## src/rtl/mhr_pkg.sv

```systemverilog
package mhr_pkg;

  localparam int AW = 3;

  localparam logic [AW-1:0] ADDR_CTL_A = 3'd0;
  localparam logic [AW-1:0] ADDR_CTL_B = 3'd1;
  localparam logic [AW-1:0] ADDR_DET   = 3'd2;
  localparam logic [AW-1:0] ADDR_TONE  = 3'd3;

  localparam int CLKREQ_BIT = 4;

  typedef enum logic [1:0] {
    MODE_FSK     = 2'b00,
    MODE_DPSK_LO = 2'b01,
    MODE_DPSK_HI = 2'b10,
    MODE_FSK_ALT = 2'b11
  } mode_e;

  typedef struct packed {
    logic ale_fall;
    logic wr_rise;
    logic rd_fall;
  } bus_evt_t;

  function automatic logic mode_is_dpsk(input logic [1:0] m);
    return (m == MODE_DPSK_LO) || (m == MODE_DPSK_HI);
  endfunction

  function automatic int unsigned half_period(input logic [1:0] m,
                                              input int unsigned div_lo,
                                              input int unsigned div_hi);
    return (m == MODE_DPSK_HI) ? (div_hi / 2) : (div_lo / 2);
  endfunction

  function automatic logic addr_is_rw(input logic [AW-1:0] a);
    return (a == ADDR_CTL_A) || (a == ADDR_CTL_B) || (a == ADDR_TONE);
  endfunction

endpackage

```

## src/rtl/mhr_bus_capture.sv

```systemverilog
module mhr_bus_capture
  import mhr_pkg::*;
(
  input  logic          clk,
  input  logic          rst,
  input  logic          ale,
  input  logic          cs_n,
  input  logic          rd_n,
  input  logic          wr_n,
  input  logic [AW-1:0] ad_addr,
  output logic [AW-1:0] addr_q,
  output logic          cs_held,
  output bus_evt_t      evt
);

  logic ale_q, rd_q, wr_q;

  always_ff @(posedge clk or posedge rst) begin
    if (rst) begin
      ale_q <= 1'b0;
      rd_q  <= 1'b1;
      wr_q  <= 1'b1;
    end else begin
      ale_q <= ale;
      rd_q  <= rd_n;
      wr_q  <= wr_n;
    end
  end

  always_comb begin
    evt.ale_fall = ale_q & ~ale;
    evt.wr_rise  = ~wr_q & wr_n;
    evt.rd_fall  = rd_q & ~rd_n;
  end

  always_ff @(posedge clk or posedge rst) begin
    if (rst) begin
      addr_q  <= '0;
      cs_held <= 1'b0;
    end else if (evt.ale_fall) begin
      addr_q  <= ad_addr;
      cs_held <= ~cs_n;
    end
  end

  // held select follows the pin only at the latch edge
  a_r2_cs_latched: assert property (@(posedge clk) disable iff (rst)
    !evt.ale_fall |=> $stable(cs_held));

endmodule

```

## src/rtl/mhr_regfile.sv

```systemverilog
module mhr_regfile
  import mhr_pkg::*;
#(
  parameter int DW = 8
) (
  input  logic          clk,
  input  logic          rst,
  input  logic          wr_rise,
  input  logic          cs_held,
  input  logic [AW-1:0] addr_q,
  input  logic [DW-1:0] wdata,
  output logic [DW-1:0] ctl_a,
  output logic [DW-1:0] ctl_b,
  output logic [DW-1:0] tone,
  output logic [DW-1:0] rdata
);

  logic wr_en;
  assign wr_en = wr_rise & cs_held;

  always_ff @(posedge clk or posedge rst) begin
    if (rst) begin
      ctl_a <= '0;
      ctl_b <= '0;
      tone  <= '0;
    end else if (wr_en) begin
      case (addr_q)
        ADDR_CTL_A: ctl_a <= wdata;
        ADDR_CTL_B: ctl_b <= wdata;
        ADDR_TONE:  tone  <= wdata;
        default: ;
      endcase
    end
  end

  always_comb begin
    case (addr_q)
      ADDR_CTL_A: rdata = ctl_a;
      ADDR_CTL_B: rdata = ctl_b;
      ADDR_TONE:  rdata = tone;
      default:    rdata = '0;
    endcase
  end

  // a strobe without a held select leaves the registers alone
  a_r4_no_write_unselected: assert property (@(posedge clk) disable iff (rst)
    (wr_rise && !cs_held) |=> $stable({ctl_a, ctl_b, tone}));

  // writes outside the read/write set change nothing
  a_r5_ro_unmapped_ignored: assert property (@(posedge clk) disable iff (rst)
    (wr_rise && !addr_is_rw(addr_q)) |=> $stable({ctl_a, ctl_b, tone}));

endmodule

```

## src/rtl/mhr_detect.sv

```systemverilog
module mhr_detect #(
  parameter int DW   = 8,
  parameter int NDET = 4
) (
  input  logic            clk,
  input  logic            rst,
  input  logic [NDET-1:0] det_evt,
  input  logic            rd_start,
  output logic [DW-1:0]   det_word,
  output logic            irq_n,
  output logic            irq_oe
);

  logic [NDET-1:0] flags, snap;

  always_ff @(posedge clk or posedge rst) begin
    if (rst) begin
      flags <= '0;
      snap  <= '0;
    end else if (rd_start) begin
      snap  <= flags;
      flags <= det_evt;
    end else begin
      flags <= flags | det_evt;
    end
  end

  always_comb begin
    det_word = '0;
    det_word[NDET-1:0] = snap;
  end

  assign irq_oe = |flags;
  assign irq_n  = ~(|flags);

  // interrupt holds until a detect read starts
  a_r6_irq_sticky: assert property (@(posedge clk) disable iff (rst)
    (irq_oe && !rd_start) |=> irq_oe);

  // events at read start survive into the flags
  a_r8_evt_kept: assert property (@(posedge clk) disable iff (rst)
    (rd_start && det_evt != '0) |=> ((flags & $past(det_evt)) == $past(det_evt)));

endmodule

```

## src/rtl/mhr_clkout.sv

```systemverilog
module mhr_clkout
  import mhr_pkg::*;
#(
  parameter int DIV_LO = 16,
  parameter int DIV_HI = 8
) (
  input  logic       clk,
  input  logic       rst,
  input  logic [1:0] mode,
  input  logic       clk_req,
  output logic       clko_sel,
  output logic       clko_baud
);

  localparam int HMAX = ((DIV_LO > DIV_HI) ? DIV_LO : DIV_HI) / 2;
  localparam int CW   = $clog2(HMAX + 1) + 1;

  logic [CW-1:0] cnt, half;

  assign clko_sel = clk_req & mode_is_dpsk(mode);
  assign half     = CW'(half_period(mode, DIV_LO, DIV_HI));

  always_ff @(posedge clk or posedge rst) begin
    if (rst) begin
      cnt       <= '0;
      clko_baud <= 1'b0;
    end else if (!clko_sel) begin
      cnt       <= '0;
      clko_baud <= 1'b0;
    end else if (cnt >= half - 1'b1) begin
      cnt       <= '0;
      clko_baud <= ~clko_baud;
    end else begin
      cnt <= cnt + 1'b1;
    end
  end

  // without the baud selection the stub output rests low
  a_r11_idle_low: assert property (@(posedge clk) disable iff (rst)
    !clko_sel |=> !clko_baud);

endmodule

```

## src/rtl/modem_host_regif.sv

```systemverilog
module modem_host_regif
  import mhr_pkg::*;
#(
  parameter int DW     = 8,
  parameter int NDET   = 4,
  parameter int DIV_LO = 16,
  parameter int DIV_HI = 8
) (
  input  logic            clk,
  input  logic            rst,
  input  logic            ale,
  input  logic            cs_n,
  input  logic            rd_n,
  input  logic            wr_n,
  input  logic [DW-1:0]   ad_in,
  output logic [DW-1:0]   ad_out,
  output logic            ad_oe,
  input  logic [NDET-1:0] det_evt,
  output logic            irq_n,
  output logic            irq_oe,
  output logic [DW-1:0]   ctl_a,
  output logic [DW-1:0]   ctl_b,
  output logic [DW-1:0]   tone,
  output logic            clko_sel,
  output logic            clko_baud
);

  logic [AW-1:0] addr_q;
  logic          cs_held;
  bus_evt_t      evt;
  logic [DW-1:0] reg_rdata, det_word;
  logic          det_rd_start;

  mhr_bus_capture u_cap (
    .clk(clk), .rst(rst), .ale(ale), .cs_n(cs_n), .rd_n(rd_n), .wr_n(wr_n),
    .ad_addr(ad_in[AW-1:0]), .addr_q(addr_q), .cs_held(cs_held), .evt(evt)
  );

  mhr_regfile #(.DW(DW)) u_regs (
    .clk(clk), .rst(rst), .wr_rise(evt.wr_rise), .cs_held(cs_held),
    .addr_q(addr_q), .wdata(ad_in), .ctl_a(ctl_a), .ctl_b(ctl_b),
    .tone(tone), .rdata(reg_rdata)
  );

  assign det_rd_start = evt.rd_fall & cs_held & (addr_q == ADDR_DET);

  mhr_detect #(.DW(DW), .NDET(NDET)) u_det (
    .clk(clk), .rst(rst), .det_evt(det_evt), .rd_start(det_rd_start),
    .det_word(det_word), .irq_n(irq_n), .irq_oe(irq_oe)
  );

  mhr_clkout #(.DIV_LO(DIV_LO), .DIV_HI(DIV_HI)) u_clk (
    .clk(clk), .rst(rst), .mode(ctl_a[1:0]), .clk_req(ctl_b[CLKREQ_BIT]),
    .clko_sel(clko_sel), .clko_baud(clko_baud)
  );

  assign ad_oe  = ~rd_n & cs_held;
  assign ad_out = !ad_oe ? '0 : ((addr_q == ADDR_DET) ? det_word : reg_rdata);

  // nothing driven toward the bus outside an enabled read
  a_r3_quiet_bus: assert property (@(posedge clk) disable iff (rst)
    !ad_oe |-> (ad_out == '0));

endmodule

```

## config.mk

```make
export PLATFORM = sky130hd
export DESIGN_NAME = modem_host_regif
export DESIGN_NICKNAME = d
export VERILOG_FILES = /design/src/rtl/mhr_pkg.sv /design/src/rtl/mhr_bus_capture.sv /design/src/rtl/mhr_regfile.sv /design/src/rtl/mhr_detect.sv /design/src/rtl/mhr_clkout.sv /design/src/rtl/modem_host_regif.sv
export SDC_FILE = /design/constraint.sdc
export NUM_CORES = 1
export LEC_CHECK = 0
export ABC_AREA = 0
export BUFFER_PORTS_ARGS = -buffer_cell sky130_fd_sc_hd__buf_4
export CAP_MARGIN = 20
export CORE_AREA = 5 5 71 73
export CTS_CLUSTER_DIAMETER = 120
export DETAILED_ROUTE_END_ITERATION = 12
export DIE_AREA = 0 0 76 78
export PLACE_DENSITY = 0.85
export SLEW_MARGIN = 20
export SYNTH_ARGS = -nofsm -noshare
export SYNTH_HDL_FRONTEND = slang
export SYNTH_HIERARCHICAL = 1
export SYNTH_SLANG_ARGS = --single-unit
```

## constraint.sdc

```tcl
create_clock -name clk -period 4.54 [get_ports clk]
set_input_delay 0.454 -clock clk [delete_from_list [all_inputs] [get_ports clk]]
set_output_delay 0.454 -clock clk [all_outputs]
set_load 0.01 [all_outputs]
```

==> results.yml <==
run_status:
  outcome: "complete, no violations"
synth:
  postSynthAreaPerCell_um2: 12.47
  synth_enable_flop_cells: 0
  synth_top_area_share_pct: 45.17
  yosys_warnings: 6
  sequential_cell_area_fraction_in_the_yosys_report_pct: 47.37
  synthDominantAreaCellType: "sky130_fd_sc_hd__dfrtp_1"
  synthArstFlopShare_pct: 100.0
  dominantRegCellSynth: "sky130_fd_sc_hd__dfrtp_1"
  synthTopCellsByArea: "sky130_fd_sc_hd__dfrtp_1, sky130_fd_sc_hd__mux2_2, sky130_fd_sc_hd__mux2_4"
  syn-cell-area_mm2: 0.002382
  yosys_register_bits: 45
  synthDistinctLibCells: 33
  post_synth_inst_count: 191
run:
  cap_viol_max_count: 0
worst_setup_path:
  critical_path.cell_chain: "mux2i_1, or2_2, a21oi_1, nand3b_1, mux2i_1, buf_4"
  crit_type: "reg -> out"
  cp_common_cell: "sky130_fd_sc_hd__mux2i_1"
  crit_family: "flip-flops"
  crit_fanout: 13
  critPathLaunchType: "flip-flop"
  setup.worst_path.end_class: "output port"
  critical_path_required_ns: 4.09
  timing.critical_path.slowest_stage_cell: "sky130_fd_sc_hd__dfrtp_1"
  worst_path_largest_cell_delay_ns: 0.78
  worstPathArrival_ns: 2.19
  worst-path-buf-inv: 1
pwr:
  power_frac_comb_pct: 34.4
  clockPowerShare_pct: 21.2
  worst_ir_drop_vdd_mv: 0.3067
  total_switching_power_w: 0.0004556
  proportion_of_total_power_due_to_net_switching_pct: 31.06
  powerDensity_mw_per_mm2: 512.8
  p_int_w: 0.001011
  sequential_group_share_of_total_power_pct: 44.4
  reported_leakage_power_nw: 1.342
cts:
  max-clock-path-buffers: 2
  later_pin_clock_latency_in_the_skew_report_ns: 0.30
  clkSinkCount: 45
  clk_transition_reported_paths_ns: 0.08
  cts-htree-levels: 2
  postCtsHoldBufs: 0
  cts-root-buf: "sky130_fd_sc_hd__clkbuf_8"
  cts-buffers-inserted: 5
  postCtsResizedCells: 0
  cts_tree: "done"
  postCtsSetupRepairBufs: 0
layout:
  n_antenna_cell: 0
  mostFrequentLayoutCells: "sky130_fd_sc_hd__buf_4, sky130_fd_sc_hd__dfrtp_1, sky130_fd_sc_hd__mux2_2"
  area.sequential_mm2: 0.001129
  final_common_cell: "sky130_fd_sc_hd__buf_4"
  area_growth_pct: 20.06
  drive_above_1_share_pct: 46.28
  layout.nets: 262
  num-fill-cells: 335
  combined_area_of_the_multi_input_logic_cells_mm2: 0.001107
place:
  io_buffer_count: 54
  hpwlAfterDp_um: 3514
  place.gp.congestion: 0.7704
detailed_routing:
  detailedRoute.firstPassIterationCount: 4
  num_vias: 1569
  drc: 0
  viasPerCell: 5.337
  drtAntennaViolNets: 0
  wl_um: 4820
  detailed_route_wire_length_per_cell_um: 16.39
  drt_first_iter_violations: 38
global_route:
  first_pass_grt_wire_length_um: 7962
  grt_pass1_vias: 1646
  grt_antenna_before_repair: 0
  largest_net_degree_at_the_start_of_global_routing: 25
  global_route.overflow_total: 0
  global_route.usage.total_pct: 16.88
timing:
  fin_worst_hold_slack_ns: 0.1011
  slew_violations: 0
  fin_skew_ns: 0.006956
  grt_setup_unrepaired: "false"
  layout_worst_path_cycle_share_pct: 58.30
  setup_tns_ns: 0
  tightestPinTransition_ns: 0.8782
  slew-limit-headroom_pct: 41.39
  setup_viol: 0
  timing.final.hold_violations: 0
  fmax_mhz: 377.8
  finalWorstPathRequiredPeriod_ns: 2.647
min_path:
  hp-class: "in -> async"
floorplanning:
  die_area_mm2: 0.005928
  cell_rows: 24
  starting_density_of_the_core_pct: 55.48
  floorplan.core_area_mm2: 0.004294
  die_h_um: 78
  io_pins: 55
  horizontal_die_dimension_um: 76
[cells in the mapped netlist, types with 2 or more instances]
master,number
sky130_fd_sc_hd__mux2i_1,17
sky130_fd_sc_hd__nand2_1,9
sky130_fd_sc_hd__inv_1,10
sky130_fd_sc_hd__nor2_1,4
sky130_fd_sc_hd__mux2_4,12
sky130_fd_sc_hd__mux2_2,20
sky130_fd_sc_hd__dfstp_2,2
sky130_fd_sc_hd__conb_1,2
sky130_fd_sc_hd__or2_2,8
sky130_fd_sc_hd__a21o_1,3
sky130_fd_sc_hd__nand3b_1,16
sky130_fd_sc_hd__buf_2,3
sky130_fd_sc_hd__buf_6,6
sky130_fd_sc_hd__ha_1,3
sky130_fd_sc_hd__a21oi_1,9
sky130_fd_sc_hd__dfrtp_1,43
sky130_fd_sc_hd__nor2b_1,4
sky130_fd_sc_hd__buf_4,5
[path summary, 6_finish.rpt]
check | from | end | slack, ns | depth (start not counted)
max | u_cap/addr_q[0]$_DFFE_PP0P_ | ad_out[5] | 1.89 | 6
min | rst | u_clk/cnt[3]$_DFF_PP0_ | 0.10 | 2
max reg2reg | u_cap/addr_q[0]$_DFFE_PP0P_ | u_det/snap[2]$_DFFE_PP0P_ | 2.25 | 3
min reg2reg | u_clk/cnt[0]$_DFF_PP0_ | u_clk/cnt[0]$_DFF_PP0_ | 0.50 | 1
max in group asynchronous | rst | u_regs/tone[2]$_DFFE_PP0P_ | 3.63 | 2
min in group clk | wr_n | u_cap/wr_q$_DFF_PP1_ | 0.27 | 1
[layer usage]
metal	GRT usage, %	vias up	routed length [µm]
met4	6.406	0	72
met3	3.819	7	259
met2	27.91	43	2320
met5	0	-	0
li1	-	745	-
met1	21.57	774	2167
[registers in the layout, indices dropped and copies added (netlist names)]
signal	cells
u_cap/addr_q	3
u_det/snap	4
u_cap/cs_held	1
u_det/flags	4
u_regs/ctl_b	8
u_cap/wr_q	1
u_regs/ctl_a	8
u_cap/ale_q	1
u_cap/rd_q	1
u_regs/tone	8
u_clk/cnt	5
u_clk/clko_baud	1
[logic make-up (layout without fill, tap and decap cells)]
logic type                 count (synthesis)  in the layout  synth area share (%)
xor gates and xnor gates                   2              2                0.7354
adders and majority gates                  3              3                 1.576
other                                      2              5                0.3152
AOI/OAI and AO/OA                         14             14                 3.729
muxes                                     49             49                 24.16
buffers and inverters                     24             72                 6.618
and+or+nand+nor                           52             52                 15.49
DFF                                       45             45                 47.37
[area by class of cell]
cell class | count | area share [%]
Clock inverter | 1 | 1.050
Inverter | 10 | 1.312
Multi-Input combinational cell | 125 | 38.71
Timing Repair Buffer | 54 | 14.17
Sequential cell | 45 | 39.46
Clock buffer | 7 | 3.018
Tap cell | 52 | 2.275
[metrics by stage]
stage | instances | instance area (µm²) | worst slack, ns | utilization [%] | power, W
after global routing | 294 | 2860 | 1.703 | 66.61 | 0.001554
final | 294 | 2860 | 1.893 | 66.61 | 0.001467
after global placement | 286 | 2744 | 2.271 | 63.90 | 0.001147
after floorplan | 194 | 2394 | 2.737 | - | 0.0009349
after detailed placement | 286 | 2744 | 2.230 | 63.90 | 0.001166
after CTS | 294 | 2860 | 1.857 | 66.61 | 0.001484
[power groups by stage]
stage	clock (W)	combinational [W]	sequential, W
3_5_place_dp	0	0.000509	0.000658
4_1_cts	0.000319	0.000513	0.000652
2_1_floorplan	0	0.000281	0.000653
5_1_grt	0.000334	0.000550	0.000670
3_3_place_gp	0	0.000494	0.000652
6_report	0.000311	0.000505	0.000651
(Power assumes the default switching activity.)
